===== src/rtl/ret_pkg.sv =====
package ret_pkg;

    typedef enum logic [1:0] {
        STYLE_DUAL   = 2'd0,
        STYLE_SINGLE = 2'd1,
        STYLE_ZERO   = 2'd2
    } ctl_style_e;

    typedef struct packed {
        logic save;
        logic restore;
    } ret_req_t;

    function automatic logic rise(input logic cur, input logic prev);
        return cur & ~prev;
    endfunction

    function automatic logic fall(input logic cur, input logic prev);
        return ~cur & prev;
    endfunction

endpackage


===== src/rtl/ret_ctl_decode.sv =====
module ret_ctl_decode
    import ret_pkg::*;
#(
    parameter ctl_style_e STYLE        = STYLE_DUAL,
    parameter bit         SAVE_ON_EDGE = 1'b0
) (
    input  logic     clk,
    input  logic     aon_rst,
    input  logic     pwr_on,
    input  logic     save_i,
    input  logic     restore_i,
    input  logic     ret_ctl,
    output ret_req_t req
);

    // always-on history samples of the controls and of power
    logic pwr_q, save_q, rest_q, ctl_q;

    always_ff @(posedge clk) begin
        pwr_q  <= pwr_on;
        save_q <= save_i;
        rest_q <= restore_i;
        ctl_q  <= ret_ctl;
    end

    generate
        if (STYLE == STYLE_DUAL) begin : g_dual
            logic sv_raw, rs_raw;
            logic unused_dual;
            assign sv_raw      = SAVE_ON_EDGE ? rise(save_i, save_q) : save_i;
            assign rs_raw      = rise(restore_i, rest_q);
            assign unused_dual = ^{ret_ctl, ctl_q, pwr_q};
            always_comb begin
                req.restore = rs_raw & pwr_on & ~aon_rst;
                req.save    = sv_raw & ~rs_raw & pwr_on & ~aon_rst;
            end
        end else if (STYLE == STYLE_SINGLE) begin : g_single
            logic sv_raw, rs_raw;
            logic unused_single;
            assign sv_raw        = SAVE_ON_EDGE ? rise(ret_ctl, ctl_q) : ret_ctl;
            assign rs_raw        = fall(ret_ctl, ctl_q);
            assign unused_single = ^{save_i, save_q, restore_i, rest_q, pwr_q};
            always_comb begin
                req.restore = rs_raw & pwr_on & ~aon_rst;
                req.save    = sv_raw & ~rs_raw & pwr_on & ~aon_rst;
            end
        end else begin : g_zero
            logic unused_zero;
            assign unused_zero = ^{save_i, save_q, restore_i, rest_q, ret_ctl, ctl_q};
            always_comb begin
                req.restore = rise(pwr_on, pwr_q) & ~aon_rst;
                req.save    = fall(pwr_on, pwr_q) & ~aon_rst;
            end
        end
    endgenerate

endmodule


===== src/rtl/ret_shadow_store.sv =====
module ret_shadow_store
    import ret_pkg::*;
#(
    parameter int              WIDTH     = 16,
    parameter logic [WIDTH-1:0] RESET_VAL = '0
) (
    input  logic             clk,
    input  logic             aon_rst,
    input  ret_req_t         req,
    input  logic [WIDTH-1:0] save_val,
    output logic [WIDTH-1:0] restore_val
);

    logic [WIDTH-1:0] shadow_q;
    logic             has_data;

    always_ff @(posedge clk) begin
        if (aon_rst) begin
            shadow_q <= '0;
            has_data <= 1'b0;
        end else if (req.save) begin
            shadow_q <= save_val;
            has_data <= 1'b1;
        end
    end

    assign restore_val = has_data ? shadow_q : RESET_VAL;

    // without a save the shadow never moves
    assert_shadow_keep_R10: assert property (@(posedge clk) disable iff (aon_rst)
        !req.save |=> ($stable(shadow_q) && $stable(has_data)));

    // a restore edge leaves the shadow as it was
    assert_restore_wins_R9: assert property (@(posedge clk) disable iff (aon_rst)
        req.restore |=> $stable(shadow_q));

endmodule


===== src/rtl/ret_func_reg.sv =====
module ret_func_reg
    import ret_pkg::*;
#(
    parameter int              WIDTH     = 16,
    parameter logic [WIDTH-1:0] RESET_VAL = '0,
    parameter logic [WIDTH-1:0] POISON    = '1
) (
    input  logic             clk,
    input  logic             rst,
    input  logic             aon_rst,
    input  logic             pwr_on,
    input  logic             ld_en,
    input  logic [WIDTH-1:0] d_in,
    input  ret_req_t         req,
    input  logic [WIDTH-1:0] restore_val,
    output logic [WIDTH-1:0] q,
    output logic             q_valid
);

    always_ff @(posedge clk) begin
        if (!pwr_on) begin
            q       <= POISON;
            q_valid <= 1'b0;
        end else if (rst || aon_rst) begin
            q       <= RESET_VAL;
            q_valid <= 1'b1;
        end else if (req.restore) begin
            q       <= restore_val;
            q_valid <= 1'b1;
        end else if (ld_en) begin
            q       <= d_in;
            q_valid <= 1'b1;
        end
    end

    assert_poison_R3: assert property (@(posedge clk) disable iff (aon_rst)
        !pwr_on |=> (q == POISON && !q_valid));

    assert_restore_R4: assert property (@(posedge clk) disable iff (aon_rst)
        (pwr_on && req.restore && !rst) |=> (q == $past(restore_val) && q_valid));

    assert_hold_R2: assert property (@(posedge clk) disable iff (aon_rst)
        (pwr_on && !rst && !req.restore && !ld_en) |=> $stable(q));

endmodule


===== src/rtl/ret_bank.sv =====
module ret_bank
    import ret_pkg::*;
#(
    parameter int              WIDTH        = 16,
    parameter ctl_style_e      STYLE        = STYLE_DUAL,
    parameter bit              SAVE_ON_EDGE = 1'b0,
    parameter logic [WIDTH-1:0] RESET_VAL   = '0,
    parameter logic [WIDTH-1:0] POISON      = {(WIDTH/2){2'b10}}
) (
    input  logic             clk,
    input  logic             rst,
    input  logic             aon_rst,
    input  logic             pwr_on,
    input  logic             ld_en,
    input  logic [WIDTH-1:0] d_in,
    input  logic             save_i,
    input  logic             restore_i,
    input  logic             ret_ctl,
    output logic [WIDTH-1:0] q,
    output logic             q_valid
);

    ret_req_t         req;
    logic [WIDTH-1:0] restore_val;

    ret_ctl_decode #(
        .STYLE        (STYLE),
        .SAVE_ON_EDGE (SAVE_ON_EDGE)
    ) u_decode (
        .clk       (clk),
        .aon_rst   (aon_rst),
        .pwr_on    (pwr_on),
        .save_i    (save_i),
        .restore_i (restore_i),
        .ret_ctl   (ret_ctl),
        .req       (req)
    );

    ret_shadow_store #(
        .WIDTH     (WIDTH),
        .RESET_VAL (RESET_VAL)
    ) u_shadow (
        .clk         (clk),
        .aon_rst     (aon_rst),
        .req         (req),
        .save_val    (q),
        .restore_val (restore_val)
    );

    ret_func_reg #(
        .WIDTH     (WIDTH),
        .RESET_VAL (RESET_VAL),
        .POISON    (POISON)
    ) u_func (
        .clk         (clk),
        .rst         (rst),
        .aon_rst     (aon_rst),
        .pwr_on      (pwr_on),
        .ld_en       (ld_en),
        .d_in        (d_in),
        .req         (req),
        .restore_val (restore_val),
        .q           (q),
        .q_valid     (q_valid)
    );

    // a powered reset edge yields the reset value
    assert_reset_R1: assert property (@(posedge clk) disable iff (!pwr_on)
        (rst || aon_rst) |=> (q == RESET_VAL && q_valid));

endmodule


===== config.mk =====
export PLATFORM = sky130hd
export DESIGN_NAME = ret_bank
export DESIGN_NICKNAME = d
export VERILOG_FILES = /design/src/rtl/ret_pkg.sv /design/src/rtl/ret_ctl_decode.sv /design/src/rtl/ret_shadow_store.sv /design/src/rtl/ret_func_reg.sv /design/src/rtl/ret_bank.sv
export SDC_FILE = /design/constraint.sdc
export NUM_CORES = 1
export LEC_CHECK = 0
export ABC_CLOCK_PERIOD_IN_PS = 1700
export CORE_MARGIN = 3
export CORE_UTILIZATION = 45
export CTS_BUF_LIST = sky130_fd_sc_hd__clkbuf_2
export CTS_CLUSTER_DIAMETER = 100
export CTS_CLUSTER_SIZE = 10
export DETAILED_ROUTE_END_ITERATION = 10
export PLACE_DENSITY = 0.75
export SLEW_MARGIN = 10
export SYNTH_ARGS = -nofsm -noshare
export SYNTH_HDL_FRONTEND = slang
export SYNTH_SLANG_ARGS = --single-unit

===== constraint.sdc =====
create_clock -name clk -period 1.7 [get_ports clk]
set_input_delay 0.425 -clock clk [delete_from_list [all_inputs] [get_ports clk]]
set_output_delay 0.425 -clock clk [all_outputs]
set_load 0.01 [all_outputs]

==> flow_summary.toml <==
[hold_path]
min_path_type = "flop to flop"
worstHoldStart = "u_shadow.shadow_q[8]$_SDFFE_PP0P_"

[finish]
nets = 233
area_growth_pct = 34.6
layout-drive-gt1-share_pct = 22.9
stdcell_area_mm2 = 0.00214
final_cell_mix = "dfxtp_1, nand3_1, clkdlybuf4s50_1"
antenna_cells = 0
final_common_cell = "dfxtp_1"
fin_cells = 254
fillerInstances = 287

[yosys]
yosys_warnings = 0
synth-seq-area-share_pct = 44.1
synth_cells = 156
yosysUniqueCellTypes = 25
synth_seq_cells = 35
synth_area_mm2 = 0.00159
syn_avg_cell_area_um2 = 10.2
synth_nets = 180

[clock_network]
cts-root-buf = "clkbuf_2"
cts_tree = "built"
path_clk_slew_ns = 0.17
clock_sinks = 35
cts_buffers = 5
insertion_delay_ns = 0.38
cts.path.max_buffers = 2
htreeDepth = 2

[sta]
fin_skew_ns = 0.0125
period_needed_ns = 1.53
fin_crit_sh_pct = 89.8
finalMaxSlewViolations = 0
tns_ns = 0
worstMarginPinSlew_ns = 0.417
fmax_ghz = 0.655
final-hold-violation-count = 0
rsz0062_at_grt = "false"
slew_headroom_pct = 72.1
setup_viol = 0

[die]
fp.dieArea_mm2 = 0.00428
num_rows = 20
coreArea_mm2 = 0.00320
start_util_pct = 49.6
ioPinCount = 41
dieWidth_um = 65.4
die_h_um = 65.4

[worst_setup_path]
crit_path_max_incr_delay_ns = 0.42
crit_type = "input port to flop"
reg2reg_slack_ns = 0.38
crit_fanout = 7
critical_path.startpoint = "rst"
setup.worst_path.end_class = "flop"
crit_arrival_ns = 1.83
reg2reg_to = "u_func.q[5]$_SDFFE_PN1P_"
crit_chain = "clkdlybuf4s50_1 > or2_1 > or3_1 > buf_4 > o2111ai_2"
crit_end = "u_func.q[5]$_SDFFE_PN1P_"
required_ns = 2.00
r2r_cells = 4
cp_slowest_cell = "clkdlybuf4s50_1"
startpoint_type = "input port"
r2r_start = "u_shadow.has_data$_SDFFE_PP0P_"

[route]
ant_nets = 0
routedWlPerCell_um = 14.2
drc_errors = 0
vias = 1345
drtPass1Iterations = 4
totalWireLength_um = 3600
viasPerCell = 5.30
drtIter0Drc = 57

[global_routing]
grt_pass1_wl_um = 6230
antenna_found_initial = 0
grt_overflow_total = 0
grt_max_degree = 18
grt_pass1_vias = 1431
gr-usage-all-layers_pct = 19.3

[placed_design]
routabilityCongestion = 0.783
dpl.hpwl_um = 2710
dp_cells = 246
portBuffers = 39
place_area_mm2 = 0.00212

[job]
drv_cap = 0

[status]
outcome = "completed"

[power_and_ir_drop]
peakVddDrop_uv = 500
leakage_uw = 0.000965
power.density_mw_per_mm2 = 693
## state kept, by name (all words and copies together) (netlist names)
register,flops
u_decode.rest_q,1
u_func.q,16
u_func.q_valid,1
u_shadow.has_data,1
u_shadow.shadow_q,16
## critical path, delay by kind of cell
family,cells,cell delay (ns)
buf+inv,2,0.61
simple gates,2,0.61
compound gates,1,0.17
## cells in the mapped netlist, drive strengths merged
| library cell | instances | area [um2] |
|---|---|---|
| nand2b | 8 | 50.1 |
| and2b | 3 | 22.5 |
| o2111ai | 7 | 105 |
| nand4bb | 2 | 22.5 |
| nor2b | 6 | 37.5 |
| or3 | 1 | 6.26 |
| clkbuf | 1 | 3.75 |
| mux2 | 17 | 195 |
| a21oi | 8 | 40.0 |
| nand2 | 11 | 41.3 |
| o221ai | 1 | 15.0 |
| mux2i | 8 | 80.1 |
| nand3 | 22 | 110 |
| and4bb | 1 | 12.5 |
| nor2 | 1 | 3.75 |
| o21ai | 1 | 5.00 |
| inv | 9 | 33.8 |
| or2 | 1 | 6.26 |
| nor3b | 2 | 15.0 |
| dfxtp | 35 | 701 |
| o21a | 1 | 7.51 |
| buf | 10 | 75.1 |
## metrics by stage
step	utilization (%)	hold WS, ns	setup slack, ns	power, uW
after CTS	66.8	0.493	0.186	1490
after global routing	66.8	0.511	0.144	1550
after global placement	66.1	0.454	-0.178	1140
after floorplan	-	0.452	0.266	1010
final	66.8	0.485	0.173	1480
after detailed placement	66.1	0.469	-0.223	1140
## timing repair
item / CTS / global route
gates resized for setup: 23 / 0
setup endpoints to repair: 17 / 0
hold buffers: 0 / 0
buffers inserted: 0 / 0
## logic make-up (layout without fill, tap and decap cells)
logic type	count (synthesis)	count (layout)	synth area share [%]
AND/OR/NAND/NOR	58	58	20.6
flip-flops	35	35	44.1
multiplexers	25	25	17.3
buffers and inverters	20	74	7.09
AO/OA/AOI/OAI	18	18	10.9
## worst min path at each step
stage,end,cells after the start,slack (ns)
2_1_floorplan,u_shadow.shadow_q[13]$_SDFFE_PP0P_,2,0.45
3_3_place_gp,u_func.q_valid$_SDFFE_PN0P_,1,0.45
3_5_place_dp,u_func.q_valid$_SDFFE_PN0P_,1,0.47
4_1_cts,u_func.q[14]$_SDFFE_PP0P_,2,0.49
5_1_grt,u_func.q[12]$_SDFFE_PP0P_,2,0.51
6_report,u_func.q[8]$_SDFFE_PP0P_,2,0.49
## per-layer routing
| metal | vias up | wire [um] | GRT usage [%] |
|---|---|---|---|
| li1 | 657 | - | - |
| met1 | 643 | 1490 | 21.0 |
| met2 | 35 | 1840 | 34.0 |
| met3 | 10 | 165 | 4.62 |
| met4 | 0 | 105 | 10.6 |
| met5 | - | 0 | 0 |
## report_power, final
| group | total (uW) | internal, uW | switching (uW) |
|---|---|---|---|
| logic | 236 | 138 | 98.3 |
| clock network | 370 | 98.8 | 271 |
| registers | 878 | 856 | 22.3 |
| total | 1480 | 1090 | 392 |
## cell type report
| cell class | instances | area [um2] | area share (%) |
|---|---|---|---|
| clock inverter | 2 | 7.51 | 0.351 |
| clock buffer | 6 | 30.0 | 1.40 |
| timing repair buffer | 57 | 529 | 24.7 |
| tap | 44 | 55.1 | 2.57 |
| inverter | 9 | 33.8 | 1.58 |
| multi-input combinational | 101 | 776 | 36.3 |
| sequential | 35 | 708 | 33.1 |
Power figures use the tool's default switching activity.
